--- src/rtl/opf_pkg.sv ---
package opf_pkg;
  typedef enum logic [2:0] {
    M_REG, M_REG_DEF, M_INC, M_INC_DEF, M_DEC, M_DEC_DEF, M_IDX, M_IDX_DEF
  } amode_e;

  typedef enum logic [2:0] {
    S_IDLE, S_REG, S_INL, S_IDX, S_PTR, S_OPD
  } state_e;
endpackage

--- src/rtl/opf_adj.sv ---
module opf_adj
  import opf_pkg::*;
#(
  parameter int W    = 16,
  parameter int NREG = 8,
  localparam int RW  = $clog2(NREG)
) (
  input  logic [W-1:0]  val_i,
  input  amode_e        mode_i,
  input  logic          byte_i,
  input  logic [RW-1:0] reg_i,
  output logic [W-1:0]  inc_o,
  output logic [W-1:0]  dec_o
);
  localparam logic [RW-1:0] SP_IDX = RW'(NREG - 2);
  logic [W-1:0] step;

  // unit step only for byte data through a plain register
  always_comb begin
    step = W'(2);
    if (byte_i && (reg_i < SP_IDX) && (mode_i == M_INC || mode_i == M_DEC))
      step = W'(1);
  end

  assign inc_o = val_i + step;
  assign dec_o = val_i - step;
endmodule

--- src/rtl/opf_lane.sv ---
module opf_lane #(
  parameter int W = 16,
  localparam int H = W / 2
) (
  input  logic [W-1:0] word_i,
  input  logic         sel_hi_i,
  input  logic         byte_i,
  output logic [W-1:0] data_o
);
  assign data_o = byte_i ? {{H{1'b0}}, (sel_hi_i ? word_i[W-1:H] : word_i[H-1:0])}
                         : word_i;
endmodule

--- src/rtl/opf_top.sv ---
module opf_top
  import opf_pkg::*;
#(
  parameter int W    = 16,
  parameter int NREG = 8,
  localparam int RW  = $clog2(NREG)
) (
  input  logic          clk_i,
  input  logic          rst_ni,
  input  logic          start_i,
  input  logic [2:0]    mode_i,
  input  logic [RW-1:0] reg_i,
  input  logic          byte_i,
  input  logic          dest_i,
  output logic          busy_o,
  output logic          done_o,
  output logic          is_reg_o,
  output logic [W-1:0]  addr_o,
  output logic [W-1:0]  data_o,
  output logic [RW-1:0] rf_addr_o,
  input  logic [W-1:0]  rf_rdata_i,
  output logic          rf_we_o,
  output logic [W-1:0]  rf_wdata_o,
  output logic          mem_req_o,
  output logic [W-1:0]  mem_addr_o,
  input  logic          mem_ready_i,
  input  logic [W-1:0]  mem_rdata_i
);
  localparam logic [RW-1:0] PC_IDX = RW'(NREG - 1);

  state_e        state_q;
  amode_e        mode_q;
  logic [RW-1:0] reg_q;
  logic          byte_q, dest_q;
  logic [W-1:0]  ptr_q, ea_q, ea_n;
  logic          ea_ok, acc;
  logic          done_q, is_reg_q;
  logic [W-1:0]  addr_q, data_q;
  logic [W-1:0]  inc_val, dec_val, idx_sum, mem_lane, reg_lane, raw_addr;
  logic          step_mode;

  opf_adj #(.W(W), .NREG(NREG)) u_adj (
    .val_i (rf_rdata_i),
    .mode_i(mode_q),
    .byte_i(byte_q),
    .reg_i (reg_q),
    .inc_o (inc_val),
    .dec_o (dec_val)
  );

  opf_lane #(.W(W)) u_mem_lane (
    .word_i  (mem_rdata_i),
    .sel_hi_i(ea_q[0]),
    .byte_i  (byte_q),
    .data_o  (mem_lane)
  );

  opf_lane #(.W(W)) u_reg_lane (
    .word_i  (rf_rdata_i),
    .sel_hi_i(1'b0),
    .byte_i  (byte_q),
    .data_o  (reg_lane)
  );

  assign idx_sum   = rf_rdata_i + ptr_q;
  assign step_mode = mode_q inside {M_INC, M_INC_DEF, M_DEC, M_DEC_DEF};

  // register and memory side
  assign rf_addr_o = (state_q == S_INL) ? PC_IDX : reg_q;
  assign mem_req_o = state_q inside {S_INL, S_PTR, S_OPD};
  assign acc       = mem_req_o && mem_ready_i;

  always_comb begin
    unique case (state_q)
      S_INL:   raw_addr = rf_rdata_i;
      S_PTR:   raw_addr = ptr_q;
      default: raw_addr = ea_q;
    endcase
  end
  assign mem_addr_o = {raw_addr[W-1:1], 1'b0};

  assign rf_we_o    = ((state_q == S_REG) && step_mode) || ((state_q == S_INL) && acc);
  assign rf_wdata_o = (state_q == S_INL) ? rf_rdata_i + W'(2)
                    : (mode_q inside {M_INC, M_INC_DEF}) ? inc_val : dec_val;

  // effective address formed this cycle
  always_comb begin
    ea_n  = ea_q;
    ea_ok = 1'b0;
    unique case (state_q)
      S_REG: begin
        if (mode_q == M_REG_DEF || mode_q == M_INC) begin
          ea_n = rf_rdata_i; ea_ok = 1'b1;
        end else if (mode_q == M_DEC) begin
          ea_n = dec_val; ea_ok = 1'b1;
        end
      end
      S_IDX: if (mode_q == M_IDX) begin ea_n = idx_sum; ea_ok = 1'b1; end
      S_PTR: if (acc) begin ea_n = mem_rdata_i; ea_ok = 1'b1; end
      default: ;
    endcase
  end

  always_ff @(posedge clk_i or negedge rst_ni) begin
    if (!rst_ni) begin
      state_q  <= S_IDLE;
      mode_q   <= M_REG;
      reg_q    <= '0;
      byte_q   <= 1'b0;
      dest_q   <= 1'b0;
      ptr_q    <= '0;
      ea_q     <= '0;
      done_q   <= 1'b0;
      is_reg_q <= 1'b0;
      addr_q   <= '0;
      data_q   <= '0;
    end else begin
      done_q <= 1'b0;
      if (ea_ok) begin
        ea_q <= ea_n;
        if (dest_q) begin
          done_q   <= 1'b1;
          is_reg_q <= 1'b0;
          addr_q   <= ea_n;
          data_q   <= '0;
          state_q  <= S_IDLE;
        end else begin
          state_q <= S_OPD;
        end
      end else begin
        unique case (state_q)
          S_IDLE: if (start_i) begin
            mode_q  <= amode_e'(mode_i);
            reg_q   <= reg_i;
            byte_q  <= byte_i;
            dest_q  <= dest_i;
            state_q <= S_REG;
          end
          S_REG: begin
            unique case (mode_q)
              M_REG: begin
                done_q   <= 1'b1;
                is_reg_q <= 1'b1;
                addr_q   <= W'(reg_q);
                data_q   <= reg_lane;
                state_q  <= S_IDLE;
              end
              M_INC_DEF: begin ptr_q <= rf_rdata_i; state_q <= S_PTR; end
              M_DEC_DEF: begin ptr_q <= dec_val;    state_q <= S_PTR; end
              M_IDX, M_IDX_DEF: state_q <= S_INL;
              default: state_q <= S_IDLE;
            endcase
          end
          S_INL: if (acc) begin ptr_q <= mem_rdata_i; state_q <= S_IDX; end
          S_IDX: begin ptr_q <= idx_sum; state_q <= S_PTR; end
          S_OPD: if (acc) begin
            done_q   <= 1'b1;
            is_reg_q <= 1'b0;
            addr_q   <= ea_q;
            data_q   <= mem_lane;
            state_q  <= S_IDLE;
          end
          default: ;
        endcase
      end
    end
  end

  assign busy_o   = (state_q != S_IDLE);
  assign done_o   = done_q;
  assign is_reg_o = is_reg_q;
  assign addr_o   = addr_q;
  assign data_o   = data_q;

  // request held steady across wait states
  p_req_hold_r12: assert property (@(posedge clk_i) disable iff (!rst_ni)
    mem_req_o && !mem_ready_i |=> mem_req_o && $stable(mem_addr_o));

  // result strobe lasts one cycle
  p_done_pulse_r13: assert property (@(posedge clk_i) disable iff (!rst_ni)
    done_o |=> !done_o);

  // accepted start makes the unit busy
  p_start_busy_r13: assert property (@(posedge clk_i) disable iff (!rst_ni)
    start_i && !busy_o |=> busy_o);

  // stack pointer and program counter keep their parity
  p_sp_pc_even_r5: assert property (@(posedge clk_i) disable iff (!rst_ni)
    rf_we_o && (rf_addr_o >= RW'(NREG - 2)) |-> rf_wdata_o[0] == rf_rdata_i[0]);

  // register operands never touch memory
  p_reg_nomem_r1: assert property (@(posedge clk_i) disable iff (!rst_ni)
    done_o && is_reg_o |-> !$past(mem_req_o));
endmodule

--- config.mk ---
export PLATFORM = sky130hd
export DESIGN_NAME = opf_top
export DESIGN_NICKNAME = d
export VERILOG_FILES = /design/src/rtl/opf_pkg.sv /design/src/rtl/opf_adj.sv /design/src/rtl/opf_lane.sv /design/src/rtl/opf_top.sv
export SDC_FILE = /design/constraint.sdc
export NUM_CORES = 1
export LEC_CHECK = 0
export BUFFER_PORTS_ARGS = -buffer_cell sky130_fd_sc_hd__buf_2
export CORE_ASPECT_RATIO = 1.5
export CORE_UTILIZATION = 35
export DETAILED_ROUTE_END_ITERATION = 7
export PLACE_DENSITY = 0.56
export SETUP_SLACK_MARGIN = 0.3
export SLEW_MARGIN = 20
export SYNTH_ARGS = -nofsm -noshare
export SYNTH_HDL_FRONTEND = slang
export SYNTH_HIERARCHICAL = 1
export SYNTH_SLANG_ARGS = --single-unit
--- constraint.sdc ---
create_clock -name clk_i -period 8.6 [get_ports clk_i]
set_input_delay 0.43 -clock clk_i [delete_from_list [all_inputs] [get_ports clk_i]]
set_output_delay 0.43 -clock clk_i [all_outputs]
set_load 0.03 [all_outputs]
==> impl_metrics.yaml <==
routing:
  drt_iter0_markers: 590
  drt_wl_total_um: 30100
  num_vias: 7776
  drc: 0
  ant_nets: 0
  viasPerCell: 5.90
  wl_per_cell_um: 22.9
  dr.pass1.iters: 4
place:
  dp_hpwl_um: 22100
  port_buffers: 114
  place_congestion: 0.969
power_and_ir_drop:
  p_leak_uw: 0.00373
  powerDensity_nw_per_um2: 423
  peakVddDrop_mv: 0.156
critical_path:
  r2r_cells: 13
  cp_data_arrival_time_ns: 3.81
  slowest_stage: "dfrtp_1"
  crit_required_ns: 8.17
  crit_buf_inv: 2
  cp.depth: 11
  critPathKind: "flop to output port"
  crit_family: "compound AO/OA/AOI/OAI gates"
  worstPathCellList: "o21ai_0 > a221o_1 > inv_1 > ha_1 > nor2_1 > nor3_1 > nand3_1 > xnor2_1 > mux2i_1 > o21ai_0 > buf_2"
  setup.worst_path.start_class: "flop"
  critPathMaxStageDelay_ns: 0.86
  critPathMaxFanout: 25
  end_kind: "output port"
  cpMostUsedCell: "o21ai_0"
die:
  core_area_sq_um: 21100
  start_util: 0.357
  fp.dieArea_sq_um: 22100
  dieHeight_um: 182
  io_pins: 116
  std_cell_rows: 65
  die_w_um: 122
timing:
  holdWs_ns: 0.285
  tightest_slew_ns: 1.02
  setup-violations-final: 0
  finalClockSkew_ns: 0.00587
  finalCritPeriodShare: 0.493
  slew_headroom: 0.320
  fmax_ghz: 0.236
  setup_tns_ns: 0
  slew_viol_final: 0
  rsz0062_at_grt: "false"
  hold_viol_final: 0
  period_needed_ns: 4.24
run:
  cap_violations: 0
finish:
  insertedDiodeCount: 0
  final_common_cell: "nand2_1"
  drive_above_1_share: 0.210
  syn_to_final_growth_pct: 12.9
  finalNetCount: 1114
  final_cell_mix: "175 x nand2_1, 113 x buf_2, 77 x dfrtp_1, 75 x nor2_1"
global_route:
  grt_pass1_vias: 7457
  antenna_found_initial: 0
  grt_first_pass_wirelength_um: 45600
  grt_max_degree: 55
  grt_overflow: 0
  track_usage: 0.279
yosys:
  synth_fa_ha_area_frac: 0.0462
  synth_xor_xnor_area_share: 0.0604
  synth_simple_gate_area_share: 0.262
  yosys_warnings: 6
  ys_ff_latch: 77
  async_flop_share: 1.00
  synth_cells: 984
  synth-edff-count: 0
  synth_top_family_by_area: "simple AND/OR/NAND/NOR gates"
  avgSynthCellArea_sq_um: 7.64
  yosysSeqAreaShare: 0.256
  netlist_area_sq_um: 7520
  ys_types: 81
  synth_area_leaders: "dfrtp_1 26%, nand2_1 8.7%, mux2_2 4.3%"
  synth_ff_type: "dfrtp_1"
  synth_compound_area_frac: 0.240
  yosysTopAreaCell: "dfrtp_1"
  synth.top_cell.area_share: 0.256
  synthMuxAreaShare: 0.0740
clocking:
  clockBufferDepth: 2
  cts_root_buf: "clkbuf_16"
  ctsResizeCount: 0
  cts.htree.levels: 3
  numCtsBuffers: 9
  insertion_delay_ns: 0.35
  tritoncts: "done"
  cts_sinks: 77
  cts_setup_buffers: 0
  cts.reportedPaths.clkPinSlew_ns: 0.06
outcome:
  status: "completed"
hold_path:
  hold_depth: 3
  hp-class: "primary input to flop"
state kept, by name, summed over array words and instances (netlist names):
register / cells
addr_o: 16
byte_q: 1
data_o: 16
dest_q: 1
done_o: 1
ea_q: 16
is_reg_o: 1
mode_q: 3
ptr_q: 16
reg_q: 3
state_q: 3
metal layers:
layer	vias to the layer above	share of wire	wire [um]	track usage
met3	72	0.057	1720	0.0295
li1	3658	-	-	-
met2	319	0.47	14300	0.446
met1	3727	0.41	12300	0.354
met4	0	0.060	1800	0.175
met5	-	0	0	0
synthesized netlist by cell type (all sizes together), types with 24 or more instances:
cell type  number
a21oi          53
a22oi          27
a31oi          31
buf            27
clkbuf         54
dfrtp          77
mux2           29
nand2         177
nand3          42
nor2           78
o21ai          57
xnor2          27
xor2           24
cell families after synthesis:
logic type,after synthesis
AOI/OAI and AO/OA,271
xor gates and xnor gates,51
adders and majority gates,26
buffers and inverters,101
DFF,77
muxes,52
other,1
and+or+nand+nor,405
worst register-to-register path, delay by kind of cell, from the launching register on:
family	cells	cell delay [ns]
buffers and inverters	1	0.15
adders and majority gates	2	0.43
and+or+nand+nor	3	0.61
AOI/OAI and AO/OA	7	1.81
DFF	1	0.86
power by group:
part	switching [uW]	total, uW	leakage, uW	internal [uW]
logic	1590	2420	0.00265	831
clock network	160	393	0.000146	233
registers	232	776	0.000931	544
total	1980	3590	0.00373	1610
metrics by stage:
step	power, uW	instance area (sq um)	std cells	util	setup WS, ns
finish	3590	8490	1317	0.403	4.36
global route	3850	8490	1317	0.403	4.08
CTS	3580	8490	1317	0.403	4.41
detailed placement	3180	8180	1300	0.388	4.71
global placement	3170	8180	1300	0.388	4.78
floorplan	2480	7520	985	-	4.98
path summary, 6_finish.rpt:
path	startpoint	endpoint	slack (ns)
max reg2reg	mode_q[1]$_DFFE_PN0P_	addr_o[8]$_DFFE_PN0P_	4.62
max in group asynchronous	rst_ni	addr_o[2]$_DFFE_PN0P_	6.99
min in group asynchronous	rst_ni	ptr_q[2]$_DFFE_PN0P_	0.52
min reg2reg	addr_o[0]$_DFFE_PN0P_	addr_o[0]$_DFFE_PN0P_	0.47
max	mode_q[1]$_DFFE_PN0P_	rf_wdata_o[7]	4.36
min	mode_i[2]	mode_q[2]$_DFFE_PN0P_	0.28
repair_timing:
| action | in CTS | in global routing |
|---|---|---|
| hold buffers | 1 | 0 |
| endpoints found under the setup margin | 0 | 0 |
| endpoints found under the hold margin | 23 | 0 |
final cells by class:
class | instances | area (sq um)
well taps | 268 | 335
clock buffers | 11 | 243
repair buffers | 129 | 688
flip-flops and latches | 77 | 1930
clock inverters | 5 | 60.1
inverters | 20 | 75.1
multi-input cells | 807 | 5160
fillers | 2241 | 12600
Power figures use the tool's default switching activity.
